==> config.mk <==
export PLATFORM = sky130hd
export DESIGN_NAME = gauss_noise_gen
export DESIGN_NICKNAME = d
export VERILOG_FILES = /design/src/rtl/gng_pkg.sv /design/src/rtl/gng_rst_sync.sv /design/src/rtl/gng_lfsr.sv /design/src/rtl/gng_sum.sv /design/src/rtl/gng_scale.sv /design/src/rtl/gauss_noise_gen.sv
export SDC_FILE = /design/constraint.sdc
export NUM_CORES = 1
export LEC_CHECK = 0
export ABC_CLOCK_PERIOD_IN_PS = 2400
export BUFFER_PORTS_ARGS = -buffer_cell sky130_fd_sc_hd__buf_4
export CORE_MARGIN = 2
export CORE_UTILIZATION = 58
export CTS_CLUSTER_DIAMETER = 120
export CTS_CLUSTER_SIZE = 30
export DETAILED_ROUTE_END_ITERATION = 16
export GPL_TIMING_DRIVEN = 0
export PLACE_DENSITY = 0.79
export SKIP_CTS_REPAIR_TIMING = 1
export SYNTH_ARGS = -nofsm -noshare
export SYNTH_HDL_FRONTEND = slang
export SYNTH_SLANG_ARGS = --single-unit
==> constraint.sdc <==
create_clock -name clk_i -period 2.4 [get_ports clk_i]
set_input_delay 0.36 -clock clk_i [delete_from_list [all_inputs] [get_ports clk_i]]
set_output_delay 0.36 -clock clk_i [all_outputs]
set_load 0.01 [all_outputs]
==> src/rtl/gng_pkg.sv <==
package gng_pkg;

  localparam int SRC_W   = 16;
  localparam int MAX_SRC = 4;

  // Feedback masks: bit i set means state bit i joins the feedback XOR.
  function automatic logic [SRC_W-1:0] tap_mask(input int idx);
    case (idx)
      0:       tap_mask = 16'hD008;
      1:       tap_mask = 16'hB400;
      2:       tap_mask = 16'h8805;
      default: tap_mask = 16'h8016;
    endcase
  endfunction

  function automatic logic [SRC_W-1:0] seed_val(input int idx);
    case (idx)
      0:       seed_val = 16'hACE1;
      1:       seed_val = 16'h1D2C;
      2:       seed_val = 16'h7F31;
      default: seed_val = 16'h5A96;
    endcase
  endfunction

endpackage

==> src/rtl/gng_rst_sync.sv <==
module gng_rst_sync (
  input  logic clk_i,
  input  logic rst_ni,
  output logic rst_sync_no
);

  logic [1:0] sync_q;

  always_ff @(posedge clk_i or negedge rst_ni) begin
    if (!rst_ni) sync_q <= 2'b00;
    else         sync_q <= {sync_q[0], 1'b1};
  end

  assign rst_sync_no = sync_q[1];

endmodule

==> src/rtl/gng_lfsr.sv <==
module gng_lfsr #(
  parameter int              W       = 16,
  parameter logic [W-1:0]    TAPS    = '1,
  parameter logic [W-1:0]    SEED    = 1,
  parameter bit              XNOR_FB = 1'b0
) (
  input  logic         clk_i,
  input  logic         rst_ni,
  input  logic         step_i,
  output logic [W-1:0] state_o
);

  logic [W-1:0] state_q, state_d;
  logic         fb_bit;

  always_comb begin
    fb_bit  = (^(state_q & TAPS)) ^ XNOR_FB;
    state_d = state_q;
    if (step_i) state_d = {state_q[W-2:0], fb_bit};
  end

  always_ff @(posedge clk_i or negedge rst_ni) begin
    if (!rst_ni) state_q <= SEED;
    else         state_q <= state_d;
  end

  assign state_o = state_q;

endmodule

==> src/rtl/gng_sum.sv <==
module gng_sum #(
  parameter int NUM_SRC = 4,
  parameter int SRC_W   = 16,
  parameter int TAKE_W  = 8,
  localparam int SUM_W  = TAKE_W + $clog2(NUM_SRC),
  localparam int CTR_W  = SUM_W + 1
) (
  input  logic [NUM_SRC*SRC_W-1:0] states_i,
  output logic signed [CTR_W-1:0]  centred_o
);

  localparam logic signed [CTR_W-1:0] OFFSET = CTR_W'(NUM_SRC * (1 << (TAKE_W-1)));

  logic [SUM_W-1:0] acc;

  always_comb begin
    acc = '0;
    for (int k = 0; k < NUM_SRC; k++) begin
      acc = acc + SUM_W'(states_i[k*SRC_W + SRC_W - TAKE_W +: TAKE_W]);
    end
    centred_o = $signed({1'b0, acc}) - OFFSET;
  end

endmodule

==> src/rtl/gng_scale.sv <==
module gng_scale #(
  parameter int CTR_W = 11,
  parameter int OUT_W = 16,
  parameter int SHIFT = 4,
  localparam int P_W  = CTR_W + OUT_W,
  localparam int A_W  = P_W + 1
) (
  input  logic signed [CTR_W-1:0] centred_i,
  input  logic signed [OUT_W-1:0] scale_i,
  input  logic signed [OUT_W-1:0] offset_i,
  output logic        [OUT_W-1:0] result_o
);

  localparam logic signed [A_W-1:0] HI = $signed({{(A_W-OUT_W+1){1'b0}}, {(OUT_W-1){1'b1}}});
  localparam logic signed [A_W-1:0] LO = ~HI;

  logic signed [P_W-1:0] ctr_ext, scl_ext, prod, shifted;
  logic signed [A_W-1:0] total;

  always_comb begin
    ctr_ext = $signed({{(P_W-CTR_W){centred_i[CTR_W-1]}}, centred_i});
    scl_ext = $signed({{(P_W-OUT_W){scale_i[OUT_W-1]}}, scale_i});
    prod    = ctr_ext * scl_ext;
    shifted = prod >>> SHIFT;
    total   = $signed({shifted[P_W-1], shifted})
            + $signed({{(A_W-OUT_W){offset_i[OUT_W-1]}}, offset_i});
    if (total > HI)      result_o = HI[OUT_W-1:0];
    else if (total < LO) result_o = LO[OUT_W-1:0];
    else                 result_o = total[OUT_W-1:0];
  end

endmodule

==> src/rtl/gauss_noise_gen.sv <==
module gauss_noise_gen #(
  parameter int OUT_W   = 16,
  parameter int NUM_SRC = 4,
  parameter int TAKE_W  = 8,
  parameter int SHIFT   = 4,
  parameter bit XNOR_FB = 1'b0
) (
  input  logic             clk_i,
  input  logic             rst_ni,
  input  logic             enable_i,
  input  logic [OUT_W-1:0] mean_i,
  input  logic [OUT_W-1:0] var_scale_i,
  output logic [OUT_W-1:0] sample_o,
  output logic             valid_o
);

  localparam int SRC_W = gng_pkg::SRC_W;
  localparam int CTR_W = TAKE_W + $clog2(NUM_SRC) + 1;

  logic                     rst_sync_n;
  logic [NUM_SRC*SRC_W-1:0] lfsr_flat;
  logic signed [CTR_W-1:0]  centred;
  logic [OUT_W-1:0]         scaled;
  logic [OUT_W-1:0]         sample_q, sample_d;
  logic                     valid_q, valid_d;

  gng_rst_sync u_rst_sync (
    .clk_i      (clk_i),
    .rst_ni     (rst_ni),
    .rst_sync_no(rst_sync_n)
  );

  for (genvar k = 0; k < NUM_SRC; k++) begin : g_src
    gng_lfsr #(
      .W      (SRC_W),
      .TAPS   (gng_pkg::tap_mask(k % gng_pkg::MAX_SRC)),
      .SEED   (gng_pkg::seed_val(k % gng_pkg::MAX_SRC)),
      .XNOR_FB(XNOR_FB)
    ) u_lfsr (
      .clk_i  (clk_i),
      .rst_ni (rst_sync_n),
      .step_i (enable_i),
      .state_o(lfsr_flat[k*SRC_W +: SRC_W])
    );
  end

  gng_sum #(
    .NUM_SRC(NUM_SRC),
    .SRC_W  (SRC_W),
    .TAKE_W (TAKE_W)
  ) u_sum (
    .states_i (lfsr_flat),
    .centred_o(centred)
  );

  gng_scale #(
    .CTR_W(CTR_W),
    .OUT_W(OUT_W),
    .SHIFT(SHIFT)
  ) u_scale (
    .centred_i(centred),
    .scale_i  ($signed(var_scale_i)),
    .offset_i ($signed(mean_i)),
    .result_o (scaled)
  );

  always_comb begin
    sample_d = sample_q;
    if (enable_i) sample_d = scaled;
    valid_d = enable_i;
  end

  always_ff @(posedge clk_i or negedge rst_sync_n) begin
    if (!rst_sync_n) begin
      sample_q <= '0;
      valid_q  <= 1'b0;
    end else begin
      sample_q <= sample_d;
      valid_q  <= valid_d;
    end
  end

  assign sample_o = sample_q;
  assign valid_o  = valid_q;

endmodule

==> impl.org <==
** Die
- Die area :: 21500 um2
- Row Count :: 52
- From bottom edge to top edge, the die measures 147 um.
- The region available for standard cell placement spans 20100 um2.
- Number of ports placed on the die boundary :: 52
- Effective utilization at floorplan :: 0.587
- Measured along the x axis, the die boundary spans 147 um.

** Worst setup path
- Category of the most critical setup path :: flop to flop
- Startpoint of the most critical setup path :: g_src[1].u_lfsr.state_o[8]
- Flop-to-flop setup slack :: -8030 ps
- The worst register-to-register path has a depth of 44.
- STA puts the critical path data required time at 2620 ps.
- STA classifies the critical path endpoint as a flop.
- Along the worst path, the maximum fanout reaches 7.
- STA classifies the critical path startpoint as a flop.
- The largest single stage delay on the critical path is 570 ps.
- Cell type with the highest occurrence count on the critical path :: sky130_fd_sc_hd__fa_1
- Among all stages on the critical path, the largest delay is contributed by sky130_fd_sc_hd__dfstp_2.
- In this run the critical register-to-register path is captured at sample_o[4].
- STA puts the critical path data arrival time at 10640 ps.
- R2r startpoint :: g_src[1].u_lfsr.state_o[8]

** Timing
- Slew margin rel. :: 0.537
- Crit share post-route :: 4.34
- Worst clock skew :: 8.08 ps
- Setup violations remaining at the end of the flow were counted as 16.
- Count of pins over their slew limit :: 0
- For the pin with the worst max-slew slack, the measured transition is 695 ps.
- Unrepaired setup endpoints after global routing :: true
- Minimum setup slack in the final design :: -8030 ps
- The number of failing hold endpoints at the final stage was 0.
- Tmin final :: 10430 ps
- Highest clock rate :: 95.9 MHz

** Global route
- Vias in the first global route :: 9447
- Maximum number of pins on one net before global-route repair :: 55
- The first global-routing pass estimated 45.3 mm of wire.
- Total track usage :: 0.261
- GRT Residual Overflow :: 0
- The initial antenna violation count came to 0.

** Worst hold path
- Min-Delay Path Class :: primary input to flop
- Hold endpoint :: valid_o
- The startpoint identified for the worst hold timing path is enable_i.
- Counting instances, the worst hold path has a depth of 1.

** Drt
- After detailed routing, the average wire length per cell comes to 17.5 um.
- Routed via count divided by cell count :: 5.66
- First-pass detailed-route iteration total :: 9
- Detailed-route DRC error count :: 0
- Sum of routed wire length over all layers :: 28.7 mm
- The detailed router finished its first iteration with 642 violations.
- The count of nets left with antenna violations once routing finished came out at 0.
- Routed vias :: 9312

** Layout
- Filler instances :: 1496
- Compared with the post-synthesis result, the final layout area differs by 17.4%.
- For this run, the share of the core covered by cells in the final layout is 0.689.
- Diode count :: 0
- Proportion of layout cells with a drive suffix above 1 :: 0.215
- Number of nets in the layout :: 1673

** Clock tree
- Deepest clock path buffer count :: 2
- The H-tree generated during clock tree synthesis spans 3 levels.
- Clock tree synthesis found a total of 83 sinks.
- TritonCTS built the clock tree.
- Number of CTS-inserted buffers :: 9
- The clock reaches the later pin of the worst-skew pair after 350 ps.
- Clk slew on worst S/H paths :: 70 ps
- Clock root buffer :: sky130_fd_sc_hd__clkbuf_16

** Yosys
- Count of yosys warnings during synthesis :: 0
- In the synthesized netlist the async set-or-reset flop fraction comes to 1.00.
- Mapped Area :: 11800 um2
- Of the post-synthesis cell area, the dominant cell type holds 0.294.
- Top cells by area in the synthesized netlist :: sky130_fd_sc_hd__fa_1 29%, sky130_fd_sc_hd__dfrtp_1 11%, sky130_fd_sc_hd__ha_1 10%
- Number of synthesized flops with an enable pin :: 0
- Counting every net in the synthesized netlist gives 1579.
- Average footprint of a synthesized cell :: 9.25 um2
- Library cells used by synthesis :: 61
- The largest total area in the synthesized netlist belongs to sky130_fd_sc_hd__fa_1.
- Register bit count reported by yosys :: 83
- Mapped Cells :: 1275
- Predominant post-synthesis flop cell :: sky130_fd_sc_hd__dfrtp_1
- The share of the Yosys chip area taken by registers is 0.180.

** Flow run
- Number of max-cap violations :: 0

** Status
- Run status :: finished, violations left
- The final reports fail on setup timing.

** Placed design
- The congestion estimate from routability-driven global placement came to 0.885.
- In this run the tool buffered the top-level ports with 50 buffer cells.
- Sum of net half-perimeters after detailed placement :: 21.7 mm
-- cells by family (layout without fill, tap and decap cells) --
logic type,count (synthesis),count (layout),synth area share
other cells,1,1,0.000318
compound gates,191,191,0.103
simple gates,337,337,0.142
xor+xnor,63,63,0.0468
mux,42,42,0.0401
flops,83,83,0.180
fa+ha+maj,269,269,0.396
buf+inv,289,388,0.0927
-- worst max path at each step --
stage / endpoint / slack (ps) / cells after the start
global placement: sample_o[5] / -8920 / 43
global route: sample_o[5] / -8390 / 42
finish: sample_o[4] / -8030 / 44
detailed placement: sample_o[5] / -9080 / 43
CTS: sample_o[5] / -9140 / 44
floorplan: sample_o[5] / -7230 / 43
-- cells in the final DEF (no fill, tap or decap), types with 4 or more instances in the layout --
cell type	Yosys	final
sky130_fd_sc_hd__inv_1	243	235
sky130_fd_sc_hd__fa_1	173	168
sky130_fd_sc_hd__nand2_1	112	106
sky130_fd_sc_hd__ha_1	96	83
sky130_fd_sc_hd__buf_4	0	80
sky130_fd_sc_hd__and2_1	69	68
sky130_fd_sc_hd__nor2_1	67	63
sky130_fd_sc_hd__dfrtp_1	50	49
sky130_fd_sc_hd__xnor2_1	50	44
sky130_fd_sc_hd__o21ai_0	52	42
sky130_fd_sc_hd__mux2_2	42	42
sky130_fd_sc_hd__clkbuf_1	44	33
sky130_fd_sc_hd__dfstp_2	33	33
sky130_fd_sc_hd__a21oi_1	45	30
sky130_fd_sc_hd__nor2b_1	22	22
sky130_fd_sc_hd__a21o_1	19	18
sky130_fd_sc_hd__a21oi_2	0	14
sky130_fd_sc_hd__o21a_1	11	11
sky130_fd_sc_hd__nor3_1	14	11
sky130_fd_sc_hd__xor2_1	13	11
sky130_fd_sc_hd__ha_4	0	10
sky130_fd_sc_hd__nand2b_1	10	9
sky130_fd_sc_hd__nand3_1	10	9
sky130_fd_sc_hd__clkbuf_16	0	9
sky130_fd_sc_hd__o21ai_1	1	8
sky130_fd_sc_hd__inv_2	0	7
sky130_fd_sc_hd__o21bai_1	9	7
sky130_fd_sc_hd__or3_1	9	7
sky130_fd_sc_hd__buf_6	1	6
sky130_fd_sc_hd__a31oi_1	10	6
sky130_fd_sc_hd__o22ai_1	10	6
sky130_fd_sc_hd__o22ai_2	2	6
sky130_fd_sc_hd__and3_1	6	5
sky130_fd_sc_hd__nand4_1	5	5
sky130_fd_sc_hd__nand2_2	0	5
sky130_fd_sc_hd__fa_2	0	5
sky130_fd_sc_hd__nor2_2	0	4
sky130_fd_sc_hd__xnor2_4	0	4
sky130_fd_sc_hd__a211oi_1	7	4
-- synthesized netlist by cell type (all sizes together) (11+ instances only) --
cell,count
mux2,42
ha,96
dfstp,33
xor2,13
xnor2,50
a21oi,45
clkbuf,44
inv,243
nand2,112
o22ai,12
fa,173
o21ai,54
nor2,67
and2,70
nor3,14
a21o,20
dfrtp,50
nor2b,22
o21a,11
-- worst max-delay path: cells and delay by family, from the launching register on --
kind            cells  cell delay (ps)
simple gates        5              770
xor+xnor            3              490
compound gates     16             3200
fa+ha+maj          11             4320
buf+inv             9              920
flops               1              570
-- metal layers --
metal  wire length, um  vias up  track usage
li1                  -     4212            -
met1             11300     4702        0.337
met2             14700      315        0.443
met3              1670       83       0.0500
met4              1090        0       0.0888
met5                 0        -            0
-- registers in the layout, summed over array words and instances, names as in the netlist --
register and count:
g_src.u_lfsr.state_o 64, sample_o 16, u_rst_sync.sync_q 2, valid_o 1
-- area by class of cell --
cell class | instances | area (um2) | share of cell area
Sequential cell | 83 | 2120 | 0.153
Inverter | 243 | 915 | 0.0661
Clock buffer | 10 | 229 | 0.0165
Timing Repair Buffer | 86 | 704 | 0.0509
Clock inverter | 6 | 96.3 | 0.00696
Tap cell | 270 | 338 | 0.0244
Buffer | 43 | 238 | 0.0172
Multi-Input combinational cell | 903 | 9200 | 0.665
-- per-stage QoR --
step / setup slack (ps) / hold WS (ps) / instance area (um2) / TNS, ps / std cells
floorplan: -7230 / 64.4 / 12000 / -114150 / 1275
global placement: -8920 / 142 / 12700 / -141100 / 1595
detailed placement: -9080 / 143 / 12700 / -143140 / 1596
CTS: -9140 / -223 / 13100 / -144140 / 1612
global route: -8390 / 131 / 13800 / -133410 / 1644
finish: -8030 / 132 / 13800 / -127490 / 1644
Power is left out: the tool's default activity adds up to more than one toggle a clock period on the data nets, which glitch-free logic cannot reach.
